<file path="config.mk">
export PLATFORM = sky130hd
export DESIGN_NAME = cls_write_cmd_sel
export DESIGN_NICKNAME = d
export VERILOG_FILES = /design/src/rtl/cls_pkg.sv /design/src/rtl/cls_eligibility.sv /design/src/rtl/cls_burst_sizer.sv /design/src/rtl/cls_write_cmd_sel.sv
export SDC_FILE = /design/constraint.sdc
export NUM_CORES = 1
export LEC_CHECK = 0
export ABC_AREA = 1
export ABC_CLOCK_PERIOD_IN_PS = 4100
export BUFFER_PORTS_ARGS = -buffer_cell sky130_fd_sc_hd__buf_2
export CAP_MARGIN = 20
export CORE_AREA = 2 2 71 73
export DETAILED_ROUTE_END_ITERATION = 7
export DIE_AREA = 0 0 73 75
export HOLD_SLACK_MARGIN = 0.02
export PLACE_DENSITY = 0.77
export SKIP_LAST_GASP = 1
export SLEW_MARGIN = 20
export SYNTH_ARGS = -nofsm -noshare
export SYNTH_HDL_FRONTEND = slang
export SYNTH_HIERARCHICAL = 1
export SYNTH_SLANG_ARGS = --single-unit
export TNS_END_PERCENT = 20
</file>
<file path="constraint.sdc">
create_clock -name clk -period 4.1 [get_ports clk]
set_input_delay 0.82 -clock clk [delete_from_list [all_inputs] [get_ports clk]]
set_output_delay 0.82 -clock clk [all_outputs]
set_load 0.05 [all_outputs]
</file>
<file path="src/rtl/cls_pkg.sv">
package cls_pkg;

    typedef enum logic [3:0] {
        CMD_MEM_WRITE     = 4'b0111,
        CMD_MEM_WRITE_INV = 4'b1111
    } pci_cmd_e;

    typedef struct packed {
        logic en_ok;
        logic size_ok;
        logic fits_burst;
        logic fifo_ok;
        logic aligned;
    } mwi_checks_t;

    // log2 of a legal line size; 0 marks an illegal size
    function automatic logic [2:0] line_shift(input logic [7:0] ls);
        case (ls)
            8'd2:    return 3'd1;
            8'd4:    return 3'd2;
            8'd8:    return 3'd3;
            8'd16:   return 3'd4;
            default: return 3'd0;
        endcase
    endfunction

endpackage

</file>
<file path="src/rtl/cls_eligibility.sv">
module cls_eligibility
    import cls_pkg::*;
#(
    parameter int ADDR_W = 32,
    parameter int LEN_W  = 8,
    parameter int FIFO_W = 10
) (
    input  logic              cls_en_i,
    input  logic              wi_en_i,
    input  logic              cmd_mwi_en_i,
    input  logic [7:0]        line_size_i,
    input  logic [LEN_W-1:0]  max_burst_i,
    input  logic [FIFO_W-1:0] fifo_bytes_i,
    input  logic [ADDR_W-1:0] addr_i,
    output logic [2:0]        shift_o,
    output mwi_checks_t       checks_o,
    output logic              eligible_o
);
    localparam int CW = ((LEN_W > FIFO_W) ? LEN_W : FIFO_W) + 10;

    logic [ADDR_W-1:0] line_mask;
    logic [ADDR_W-1:0] dword_addr;

    always_comb begin
        shift_o             = line_shift(line_size_i);
        line_mask           = (ADDR_W'(1) << shift_o) - ADDR_W'(1);
        dword_addr          = addr_i >> 2;
        checks_o.en_ok      = cls_en_i & wi_en_i & cmd_mwi_en_i;
        checks_o.size_ok    = (shift_o != 3'd0);
        checks_o.fits_burst = CW'(line_size_i) <= CW'(max_burst_i);
        checks_o.fifo_ok    = CW'(fifo_bytes_i) >= (CW'(line_size_i) << 2);
        checks_o.aligned    = (dword_addr & line_mask) == '0;
        eligible_o          = &checks_o;
    end

endmodule

</file>
<file path="src/rtl/cls_burst_sizer.sv">
module cls_burst_sizer #(
    parameter int LEN_W  = 8,
    parameter int FIFO_W = 10
) (
    input  logic [2:0]        shift_i,
    input  logic [LEN_W-1:0]  prefetch_dw_i,
    input  logic [FIFO_W-1:0] fifo_bytes_i,
    output logic [LEN_W-1:0]  len_o
);
    localparam int CW = ((LEN_W > FIFO_W) ? LEN_W : FIFO_W) + 5;

    logic [CW-1:0] pref_lines;
    logic [CW-1:0] fifo_lines;
    logic [CW-1:0] n_lines;
    logic [CW-1:0] full_len;

    always_comb begin
        pref_lines = CW'(prefetch_dw_i) >> shift_i;
        fifo_lines = (CW'(fifo_bytes_i) >> 2) >> shift_i;
        n_lines    = (pref_lines < fifo_lines) ? pref_lines : fifo_lines;
        if (n_lines == '0) n_lines = CW'(1);
        full_len   = n_lines << shift_i;
        len_o      = LEN_W'(full_len);
    end

endmodule

</file>
<file path="src/rtl/cls_write_cmd_sel.sv">
module cls_write_cmd_sel
    import cls_pkg::*;
#(
    parameter int ADDR_W = 32,
    parameter int LEN_W  = 8,
    parameter int FIFO_W = 10
) (
    input  logic              clk,
    input  logic              rst,
    input  logic              start_i,
    input  logic              cls_en_i,
    input  logic              wi_en_i,
    input  logic              cmd_mwi_en_i,
    input  logic [7:0]        line_size_i,
    input  logic [LEN_W-1:0]  max_burst_i,
    input  logic [FIFO_W-1:0] fifo_bytes_i,
    input  logic [ADDR_W-1:0] addr_i,
    input  logic [LEN_W-1:0]  prefetch_dw_i,
    output logic [3:0]        cmd_o,
    output logic [LEN_W-1:0]  burst_len_o
);
    logic [2:0]       shift;
    mwi_checks_t      checks;
    logic             eligible;
    logic [LEN_W-1:0] sized_len;
    pci_cmd_e         cmd_q;

    cls_eligibility #(.ADDR_W(ADDR_W), .LEN_W(LEN_W), .FIFO_W(FIFO_W)) u_elig (
        .cls_en_i     (cls_en_i),
        .wi_en_i      (wi_en_i),
        .cmd_mwi_en_i (cmd_mwi_en_i),
        .line_size_i  (line_size_i),
        .max_burst_i  (max_burst_i),
        .fifo_bytes_i (fifo_bytes_i),
        .addr_i       (addr_i),
        .shift_o      (shift),
        .checks_o     (checks),
        .eligible_o   (eligible)
    );

    cls_burst_sizer #(.LEN_W(LEN_W), .FIFO_W(FIFO_W)) u_sizer (
        .shift_i       (shift),
        .prefetch_dw_i (prefetch_dw_i),
        .fifo_bytes_i  (fifo_bytes_i),
        .len_o         (sized_len)
    );

    always_ff @(posedge clk) begin
        if (rst) begin
            cmd_q       <= CMD_MEM_WRITE;
            burst_len_o <= '0;
        end else if (start_i) begin
            if (eligible) begin
                cmd_q       <= CMD_MEM_WRITE_INV;
                burst_len_o <= sized_len;
            end else begin
                cmd_q       <= CMD_MEM_WRITE;
                burst_len_o <= max_burst_i;
            end
        end
    end

    assign cmd_o = cmd_q;

    // outputs only move on a start strobe
    p_hold_r10: assert property (@(posedge clk) disable iff (rst)
        !start_i |=> ($stable(cmd_o) && $stable(burst_len_o)));

    // missing enable forces a plain write
    p_enables_r2: assert property (@(posedge clk) disable iff (rst)
        (start_i && !(cls_en_i && wi_en_i && cmd_mwi_en_i)) |=> cmd_o == 4'b0111);

    // illegal line size forces a plain write
    p_size_r3: assert property (@(posedge clk) disable iff (rst)
        (start_i && !(line_size_i inside {8'd2, 8'd4, 8'd8, 8'd16})) |=> cmd_o == 4'b0111);

    // an eligible burst always has a full line in the FIFO
    p_fifo_r5: assert property (@(posedge clk) disable iff (rst)
        eligible |-> (32'(fifo_bytes_i) >= 32'(line_size_i) * 32'd4));

    // sized burst is a whole, nonzero number of lines
    p_whole_lines_r8: assert property (@(posedge clk) disable iff (rst)
        eligible |-> ((32'(sized_len) >= 32'(line_size_i)) &&
                      ((32'(sized_len) & (32'(line_size_i) - 32'd1)) == 32'd0)));

endmodule

</file>
==> impl_metrics.csv, run 1 <==
group,metric,value,unit
run_status,outcome,"completed",
layout,diodes,0,
global_route,overflow,0,
floorplanning,die_h,75,µm
detailed_routing,drt-initial-drc-count,83,
global_route,grt.total_usage,0.230,
setup_path,crit_type,"primary input to flip-flop",
detailed_routing,drcViolationCount,0,
placement,pre_cts_ws,-0.319,ns
setup_path,endpoint_kind,"flip-flop",
synth,synthesis.area,2280,µm²
synth,syn_area_per_cell,5.63,µm²
setup_path,arrival,4.19,ns
global_route,antenna_found_initial,0,
placement,place.gp.congestion,0.901,
floorplanning,coreArea,4660,µm²
clocking,insertion_delay,0.23,ns
setup_path,critPathLaunchType,"primary input",
pwr,p_per_area,157,nW/µm²
floorplanning,fp.dieW,73,µm
layout,syn2layout_area_growth,35.8,%
synth,syn_inst,405,
detailed_routing,ant_nets,0,
global_route,grt_max_degree,25,
detailed_routing,firstDrtPassIters,4,
timing,tightest_slew,0.610,ns
global_route,grt_pass1_vias,2590,
setup_path,slowest_delay,0.26,ns
job,drv_cap,0,
setup_path,cp_data_required_time,4.23,ns
clocking,cts_root_buf,"clkbuf_8",
floorplanning,num_rows,25,
setup_path,worstRegToRegCells,4,
timing,hold_ws,0.497,ns
synth,synth_warnings,6,
timing,hold_viol_final,0,
setup_path,path_max_fanout,7,
placement,dp_hpwl,5120,µm
floorplanning,dieArea,5480,µm²
pwr,leakage,1.80,nW
hold_path,whs_path_depth,2,
detailed_routing,vias_per_cell,5.12,
timing,rsz0062_at_grt,"yes",
detailed_routing,wl,6430,µm
timing,final_max_slew_viol_count,0,
placement,portBuffers,61,
detailed_routing,wl_per_cell,11.5,µm
layout,fin_nets,603,
timing,slew-limit-headroom,0.592,
clocking,clock_path_buffers,2,
clocking,cts.clk_slew.worst_paths,0.05,ns
floorplanning,num_io_pins,84,
timing,fmax,247,MHz
clocking,cts_buffers,3,
hold_path,min_path_type,"flip-flop to flip-flop",
global_route,grt_pass1_wl,10400,µm
timing,fin_ws,0.0438,ns
setup_path,cpMaxStageDelayCell,"ha_1",
detailed_routing,vias,2857,
clocking,tritoncts,"yes",
timing,min_period,4.06,ns
timing,finClkSkew,0,ns
floorplanning,initial_core_util,0.489,
setup_path,crit_top_cell,"nand2_1",
layout,drive_gt1_frac,0.333,
clocking,htree_levels,1,
clocking,clock-sinks,9,
timing,post-route-period-util,0.989,
pwr,peakVddDrop,0.165,mV
timing,setup_viol,0,
-- metrics by stage --
step | instance area, µm² | util | total power [mW] | setup TNS (ns) | std cells
floorplan | 2290 | - | 0.280 | 0 | 407
global route | 3100 | 0.664 | 0.528 | -1.80 | 558
global placement | 2860 | 0.614 | 0.354 | -0.929 | 549
detailed placement | 2860 | 0.614 | 0.363 | -2.12 | 549
finish | 3100 | 0.664 | 0.485 | 0 | 558
CTS | 2910 | 0.623 | 0.466 | 0 | 553
-- path summary, 6_finish.rpt --
check | startpoint | to | slack (ns)
max | line_size_i[6] | burst_len_o[7] | 0.04
min | cmd_o[3] | cmd_o[3] | 0.50
max reg2reg | burst_len_o[2] | burst_len_o[2] | 3.46
min reg2reg | cmd_o[3] | cmd_o[3] | 0.50
-- layout make-up --
type                            count  area, µm²
Clock buffer                        4       45.0
Fill cell                         431       1570
Inverter                           57        219
Multi-Input combinational cell    323       1860
Sequential cell                     9        180
Tap cell                           54       67.6
Timing Repair Buffer              111        726
-- timing repair --
| action | CTS | global route |
|---|---|---|
| endpoints found under the setup margin | 6 | 8 |
| pin swaps | 0 | 27 |
| buffers inserted | 0 | 5 |
| hold buffers | 0 | 0 |
| gates resized for setup | 1 | 37 |
-- layer usage --
metal / vias up / track usage / routed length (µm)
li1: 1488 / - / -
met1: 1289 / 0.270 / 2710
met2: 72 / 0.451 / 3390
met3: 8 / 0.0214 / 247
met4: 0 / 0.0432 / 76
met5: - / 0 / 0
-- cells in the final DEF, fill, tap and decap left out, types with 9 or more instances in the layout --
master / count
nand3_1: 33
dfxtp_1: 9
nand2_2: 18
buf_2: 57
nand2_1: 111
inv_1: 49
nor2_1: 49
ha_1: 24
nand3_2: 10
buf_4: 47
o21ai_0: 9
a21oi_1: 13
-- where the power goes --
part           total (mW)  internal, mW  switching [mW]
Combinational       0.286         0.119           0.168
Clock               0.102        0.0677          0.0346
Sequential         0.0966        0.0938         0.00277
Total               0.485         0.280           0.205
-- critical path, delay by kind of cell --
kind | cells | cell delay [ns]
fa+ha+maj | 1 | 0.26
buf+inv | 5 | 0.39
simple gates | 26 | 2.14
compound gates | 2 | 0.33
mux | 1 | 0.23
-- sequential cells by signal, summed over array words and instances (netlist names) --
name	cells
burst_len_o	8
cmd_o	1
Power figures use the tool's default switching activity.
==> run 2, diff against run 1 <==
--- a/config.mk
+++ b/config.mk
@@ -5,15 +5,14 @@
 export SDC_FILE = /design/constraint.sdc
 export NUM_CORES = 1
 export LEC_CHECK = 0
-export ABC_AREA = 1
 export ABC_CLOCK_PERIOD_IN_PS = 4100
 export BUFFER_PORTS_ARGS = -buffer_cell sky130_fd_sc_hd__buf_2
 export CAP_MARGIN = 20
-export CORE_AREA = 2 2 71 73
+export CORE_AREA = 2 2 70 72
 export DETAILED_ROUTE_END_ITERATION = 7
-export DIE_AREA = 0 0 73 75
+export DIE_AREA = 0 0 72 74
 export HOLD_SLACK_MARGIN = 0.02
-export PLACE_DENSITY = 0.77
+export PLACE_DENSITY = 0.78
 export SKIP_LAST_GASP = 1
 export SLEW_MARGIN = 20
 export SYNTH_ARGS = -nofsm -noshare
==> run 2 against run 1 <==
- critical path type unchanged
- fmax fell by 12%
- worst setup slack got worse by 0.57 ns
- non-clock buffer count rose by 24
- total power rose by 3.8%
- utilization rose by 3.5 points
- first-iteration DRC count rose by 98%
- count of clock-buffer cells in the layout did not move
- hold slack got worse by 0.013 ns
- register-to-register slack got worse by 0.17 ns
- the flow now finishes with violations (setup timing)
==> impl_metrics.csv, run 2 <==
group,metric,value,unit
hold_path,min_path_type,"flip-flop to flip-flop",
synth,synth-compound-area-share,0.237,
clocking,htree_levels,1,
timing,finClkSkew,0,ns
job,drv_cap,0,
timing,fin_ws,-0.529,ns
global_route,use_met3,0.0434,
setup_path,endpoint_kind,"flip-flop",
floorplanning,num_rows,25,
detailed_routing,wl,7510,µm
layout,multi_input_area,1910,µm²
pwr,leakage,1.57,nW
timing,post-route-period-util,1.13,
timing,hold_viol_final,0,
pwr,peakVddDrop,0.127,mV
global_route,grt_use_met2,0.503,
floorplanning,dieArea,5330,µm²
synth,synth_xor_area_frac,0.0196,
global_route,grt_pass1_wl,11500,µm
clocking,clock_path_buffers,2,
global_route,grt_max_degree,18,
layout,final_common_cell,"buf_4",
layout,top_register,"burst_len_o",
setup_path,cpMaxStageDelayCell,"mux4_2",
setup_path,cp_data_required_time,4.25,ns
setup_path,path_max_fanout,12,
global_route,antenna_found_initial,0,
synth,yosysUniqueCellTypes,64,
placement,placed_cell_area,3010,µm²
pwr,switching_share,0.396,
clocking,tritoncts,"yes",
hold_path,whs_path_depth,2,
pwr,switching_power,199,µW
layout,drive_gt1_frac,0.435,
layout,fin_nets,506,
synth,synth_seq_area_share,0.0808,
clocking,cts_root_buf,"clkbuf_8",
synth,synth_top_area_share,0.146,
floorplanning,die_h,74,µm
setup_path,slowest_delay,0.50,ns
floorplanning,initial_core_util,0.485,
global_route,grt-busiest-layer,"met2",
layout,register_area,180,µm²
layout,nFillCells,362,
layout,mostFrequentLayoutCells,"buf_4, buf_2, inv_1, mux2i_1, ha_1",
timing,final_max_slew_viol_count,0,
synth,ys_seq_elements,9,
floorplanning,coreArea,4600,µm²
clocking,cts_buffers,3,
pwr,seqPwrFrac,0.191,
synth,synth_area_leader_cell,"ha_1",
synth,syn_area_per_cell,7.77,µm²
timing,tightest_slew,0.524,ns
timing,min_period,4.63,ns
run_status,outcome,"finished, violations left",
timing,rsz0062_at_grt,"yes",
synth,synthTopCellsByCount,"mux2i_1, inv_1, ha_1, nor2_1, a211oi_1",
pwr,p_per_area,157,nW/µm²
placement,portBuffers,61,
synth,netlist_top_cells_area,"ha_1, mux2i_1, dfxtp_1",
detailed_routing,drt-initial-drc-count,164,
detailed_routing,wl_per_cell,16.3,µm
detailed_routing,vias,2697,
synth,ys.flop_type,"dfxtp_1",
global_route,grt_pass1_vias,2625,
synth,synth_most_common_cell,"mux2i_1",
timing,setup_viol,8,
timing,slew-limit-headroom,0.650,
pwr,pwr-share-comb,0.605,
placement,dp_hpwl,5650,µm
setup_path,worstRegToRegCells,2,
synth,synthesis.area,2230,µm²
pwr,cell_internal_pwr,304,µW
synth,synth_mux_area_frac,0.223,
setup_path,rrSetupSlack,3.29,ns
global_route,overflow,0,
setup_path,arrival,4.78,ns
floorplanning,num_io_pins,84,
synth,async_flop_share,0,
setup_path,crit_chain,"buf_8, nor4_4, buf_4, and3_4, buf_4, mux2i_1, nor3_1, inv_1, ha_1, a22oi_1, o211ai_1, a21o_1, o221a_4, mux2_4, mux4_2, a22oi_2, mux2i_1, a211oi_1",
global_route,grt.total_usage,0.268,
global_route,use_met1,0.316,
setup_path,crit_type,"primary input to flip-flop",
timing,fmax,216,MHz
clocking,insertion_delay,0.23,ns
detailed_routing,firstDrtPassIters,4,
clocking,clock-sinks,9,
synth,syn_inst,287,
floorplanning,fp.dieW,72,µm
detailed_routing,vias_per_cell,5.85,
layout,diodes,0,
pwr,p_total,504,µW
layout,design_area,3220,µm²
synth,synth-simple-area-share,0.181,
synth,synth_edf_count,0,
pwr,power_frac_clock,0.205,
layout,largest_register_ff_count,8,
synth,synth_warnings,6,
synth,synthAdderAreaFrac,0.146,
detailed_routing,drcViolationCount,0,
placement,place.gp.congestion,0.894,
setup_path,critPathLaunchType,"primary input",
clocking,cts.clk_slew.worst_paths,0.04,ns
detailed_routing,ant_nets,0,
run_status,violations,"setup timing",
layout,syn2layout_area_growth,44.3,%
synth,synth_top_family_by_area,"compound AO/OA/AOI/OAI gates",
==> run 2: path summary, 6_finish.rpt <==
path,startpoint,to
min reg2reg,burst_len_o[7],burst_len_o[7]
min,burst_len_o[7],burst_len_o[7]
max reg2reg,burst_len_o[0],burst_len_o[0]
max,line_size_i[0],burst_len_o[7]
==> run 2: worst max-delay path, delay by kind of cell <==
kind,cells,cell delay (ns)
mux,4,1.00
buf+inv,4,0.56
fa+ha+maj,1,0.32
compound gates,6,1.16
simple gates,3,0.90
==> run 2: power by group through the flow <==
stage	logic [mW]	registers (mW)	clock network (mW)
final	0.305	0.0960	0.103
after global routing	0.330	0.0965	0.108
after detailed placement	0.282	0.0974	0
after global placement	0.274	0.0973	0
after floorplan	0.159	0.116	0
after CTS	0.284	0.0960	0.103
==> run 2: cell families after synthesis <==
group	Yosys count
other	3
multiplexers	44
AND/OR/NAND/NOR	79
buffers and inverters	49
AO/OA/AOI/OAI	72
XOR/XNOR	5
adder cells (fa/ha/maj)	26
flip-flops	9
==> run 2: layout make-up <==
class | instances | area share
multi-input cells | 231 | 0.594
repair buffers | 135 | 0.283
flip-flops and latches | 9 | 0.0560
inverters | 28 | 0.0327
well taps | 54 | 0.0210
clock buffers | 4 | 0.0140
==> run 2: repair_timing <==
item,CTS,global route
endpoints found under the setup margin,8,8
pin swaps,0,14
gates resized for setup,4,22
hold buffers,0,0
setup buffers,2,7
==> run 2: per-stage QoR <==
step                      setup TNS (ns)   util  instances  worst slack, ns  hold slack (ns)
after floorplan                    -1.56      -        289           -0.518            0.701
after global placement             -3.31  0.655        448           -0.544            0.471
after detailed placement           -3.98  0.655        448           -0.596            0.480
after CTS                          -1.78  0.671        454           -0.304            0.487
after global routing               -4.37  0.700        461           -0.677            0.507
final                              -3.24  0.700        461           -0.529            0.484
==> run 2: routing by layer <==
layer	vias to the layer above	part of all wire	routed length, µm
met1	1296	0.42	3120
met3	16	0.049	367
met2	90	0.52	3880
met4	0	0.019	139
met5	-	0	0
li1	1295	-	-
==> run 3, diff against run 2 <==
--- a/config.mk
+++ b/config.mk
@@ -5,18 +5,18 @@
 export SDC_FILE = /design/constraint.sdc
 export NUM_CORES = 1
 export LEC_CHECK = 0
+export ABC_AREA = 1
 export ABC_CLOCK_PERIOD_IN_PS = 4100
 export BUFFER_PORTS_ARGS = -buffer_cell sky130_fd_sc_hd__buf_2
 export CAP_MARGIN = 20
-export CORE_AREA = 2 2 70 72
+export CORE_AREA = 2 2 71 73
 export DETAILED_ROUTE_END_ITERATION = 7
-export DIE_AREA = 0 0 72 74
+export DIE_AREA = 0 0 73 75
 export HOLD_SLACK_MARGIN = 0.02
-export PLACE_DENSITY = 0.78
+export PLACE_DENSITY = 0.77
 export SKIP_LAST_GASP = 1
 export SLEW_MARGIN = 20
 export SYNTH_ARGS = -nofsm -noshare
 export SYNTH_HDL_FRONTEND = slang
 export SYNTH_HIERARCHICAL = 1
 export SYNTH_SLANG_ARGS = --single-unit
-export TNS_END_PERCENT = 20
==> run 3 against run 2 <==
- the flow now finishes without violations
- critical endpoint unchanged
- sequential share of layout area is 0.21 points higher
- critical path type unchanged
- via count is 6.0% higher
- count of clock-buffer cells in the layout stayed put
- hold slack better by 0.013 ns
==> impl_metrics.csv, run 3 (synthesis results as in run 1) <==
group,metric,value,unit
run_status,outcome,"completed",
timing,final_max_slew_viol_count,0,
detailed_routing,wl,6410,µm
layout,drive_gt1_frac,0.337,
setup_path,worstRegToRegCells,4,
hold_path,hold_path.startpoint,"cmd_o[3]",
job,drv_cap,0,
timing,tightest_slew,0.605,ns
floorplanning,num_rows,25,
clocking,cts.clk_slew.worst_paths,0.05,ns
floorplanning,die_h,75,µm
floorplanning,num_io_pins,84,
layout,register_area,180,µm²
timing,setup_tns,0,ns
layout,final_cells,558,
setup_path,r2r-end,"burst_len_o[2]",
timing,setup_viol,0,
hold_path,whs_path_depth,2,
clocking,htree_levels,1,
timing,min_period,4.09,ns
placement,place.gp.congestion,0.901,
setup_path,cp_data_required_time,4.23,ns
detailed_routing,wl_per_cell,11.5,µm
timing,finClkSkew,0,ns
detailed_routing,vias_per_cell,5.13,
setup_path,critPathLaunchType,"primary input",
timing,fin_ws,0.0103,ns
setup_path,arrival,4.22,ns
timing,hold_viol_final,0,
setup_path,cpMaxStageDelayCell,"ha_1",
timing,fmax,245,MHz
hold_path,min_path_type,"flip-flop to flip-flop",
pwr,p_total,487,µW
layout,top_register,"burst_len_o",
timing,rsz0062_at_grt,"yes",
layout,syn2layout_area_growth,36.1,%
clocking,insertion_delay,0.23,ns
layout,final_common_cell,"nand2_1",
clocking,cts_buffers,3,
layout,mostFrequentLayoutCells,"nand2_1, buf_2, nor2_1, inv_1, buf_4",
pwr,switching_power,206,µW
detailed_routing,drcViolationCount,0,
detailed_routing,firstDrtPassIters,4,
setup_path,rrSetupSlack,3.46,ns
clocking,clock_path_buffers,2,
setup_path,path_max_fanout,7,
clocking,cts_root_buf,"clkbuf_8",
placement,placed_cell_area,2860,µm²
setup_path,reg2reg_from,"burst_len_o[2]",
pwr,switching_share,0.422,
setup_path,crit_type,"primary input to flip-flop",
global_route,overflow,0,
detailed_routing,drt-initial-drc-count,91,
floorplanning,dieArea,5480,µm²
global_route,grt_pass1_wl,10400,µm
pwr,power_frac_clock,0.210,
pwr,pwr-share-comb,0.592,
clocking,ctsHoldBuffers,0,
global_route,antenna_found_initial,0,
pwr,seqPwrFrac,0.198,
layout,largest_register_ff_count,8,
layout,nFillCells,430,
setup_path,endpoint_kind,"flip-flop",
layout,diodes,0,
global_route,grt.total_usage,0.230,
setup_path,slowest_delay,0.26,ns
floorplanning,fp.dieW,73,µm
clocking,tritoncts,"yes",
pwr,p_per_area,157,nW/µm²
placement,dp.cells,549,
global_route,grt_pass1_vias,2590,
global_route,grt_max_degree,25,
pwr,peakVddDrop,0.164,mV
layout,design_area,3100,µm²
placement,pre_cts_ws,-0.319,ns
placement,dp_hpwl,5120,µm
detailed_routing,ant_nets,0,
pwr,cell_internal_pwr,281,µW
timing,slew-limit-headroom,0.595,
pwr,leakage,1.80,nW
placement,portBuffers,61,
detailed_routing,vias,2860,
floorplanning,coreArea,4660,µm²
clocking,clock-sinks,9,
floorplanning,initial_core_util,0.489,
setup_path,crit_top_cell,"nand2_1",
layout,fin_nets,603,
timing,post-route-period-util,0.997,
hold_path,worstHoldEndpoint,"cmd_o[3]",
layout,multi_input_area,1870,µm²
## run 3: cell count changes in the layout (fill, tap and decap cells not counted), moves of 22 or more
cell     previous run  this run
nor2_1             24        49
nand2_1            10       111
mux2i_1            26         1
nand3_1             7        33
buf_4              70        47
inv_1              27        49
## run 3: cell type report
| type | instances | share of cell area |
|---|---|---|
| clock buffer | 4 | 0.0145 |
| multi-input combinational | 323 | 0.601 |
| inverter | 57 | 0.0706 |
| tap | 54 | 0.0218 |
| timing repair buffer | 111 | 0.234 |
| sequential | 9 | 0.0581 |
## run 3: per-layer routing
metal / vias up / GRT usage / share of wire
met5: - / 0 / 0
met4: 0 / 0.0432 / 0.018
met3: 13 / 0.0214 / 0.037
met2: 74 / 0.451 / 0.52
met1: 1285 / 0.270 / 0.43
li1: 1488 / - / -
## run 3: worst max-delay path by stage
stage / start / end / slack (ns)
2_1_floorplan: line_size_i[2] / burst_len_o[7] / 0.38
6_report: line_size_i[6] / burst_len_o[7] / 0.01
5_1_grt: line_size_i[6] / burst_len_o[5] / -0.28
3_5_place_dp: line_size_i[7] / burst_len_o[7] / -0.32
4_1_cts: line_size_i[7] / burst_len_o[7] / 0.002
3_3_place_gp: line_size_i[7] / burst_len_o[7] / -0.16
## run 3: through the flow
step | util | hold WS [ns]
2_1_floorplan | - | 0.727
3_3_place_gp | 0.614 | 0.486
3_5_place_dp | 0.614 | 0.494
4_1_cts | 0.623 | 0.500
5_1_grt | 0.666 | 0.512
6_report | 0.666 | 0.497
## run 3: timing repair
item / in CTS / in global routing
setup endpoints to repair: 6 / 8
resized for setup: 1 / 39
buffers inserted: 0 / 5
pin swaps: 0 / 31
## run 3: critical path, delay by kind of cell
family | cells | cell delay [ns]
compound gates | 2 | 0.33
fa+ha+maj | 1 | 0.26
buf+inv | 5 | 0.39
mux | 1 | 0.23
simple gates | 26 | 2.15
## run 3: power groups by stage
stage          sequential (mW)  clock, mW  combinational (mW)
2_1_floorplan            0.119          0               0.162
3_3_place_gp            0.0979          0               0.256
3_5_place_dp            0.0980          0               0.265
4_1_cts                 0.0966      0.103               0.267
5_1_grt                 0.0971      0.108               0.325
6_report                0.0966      0.102               0.288
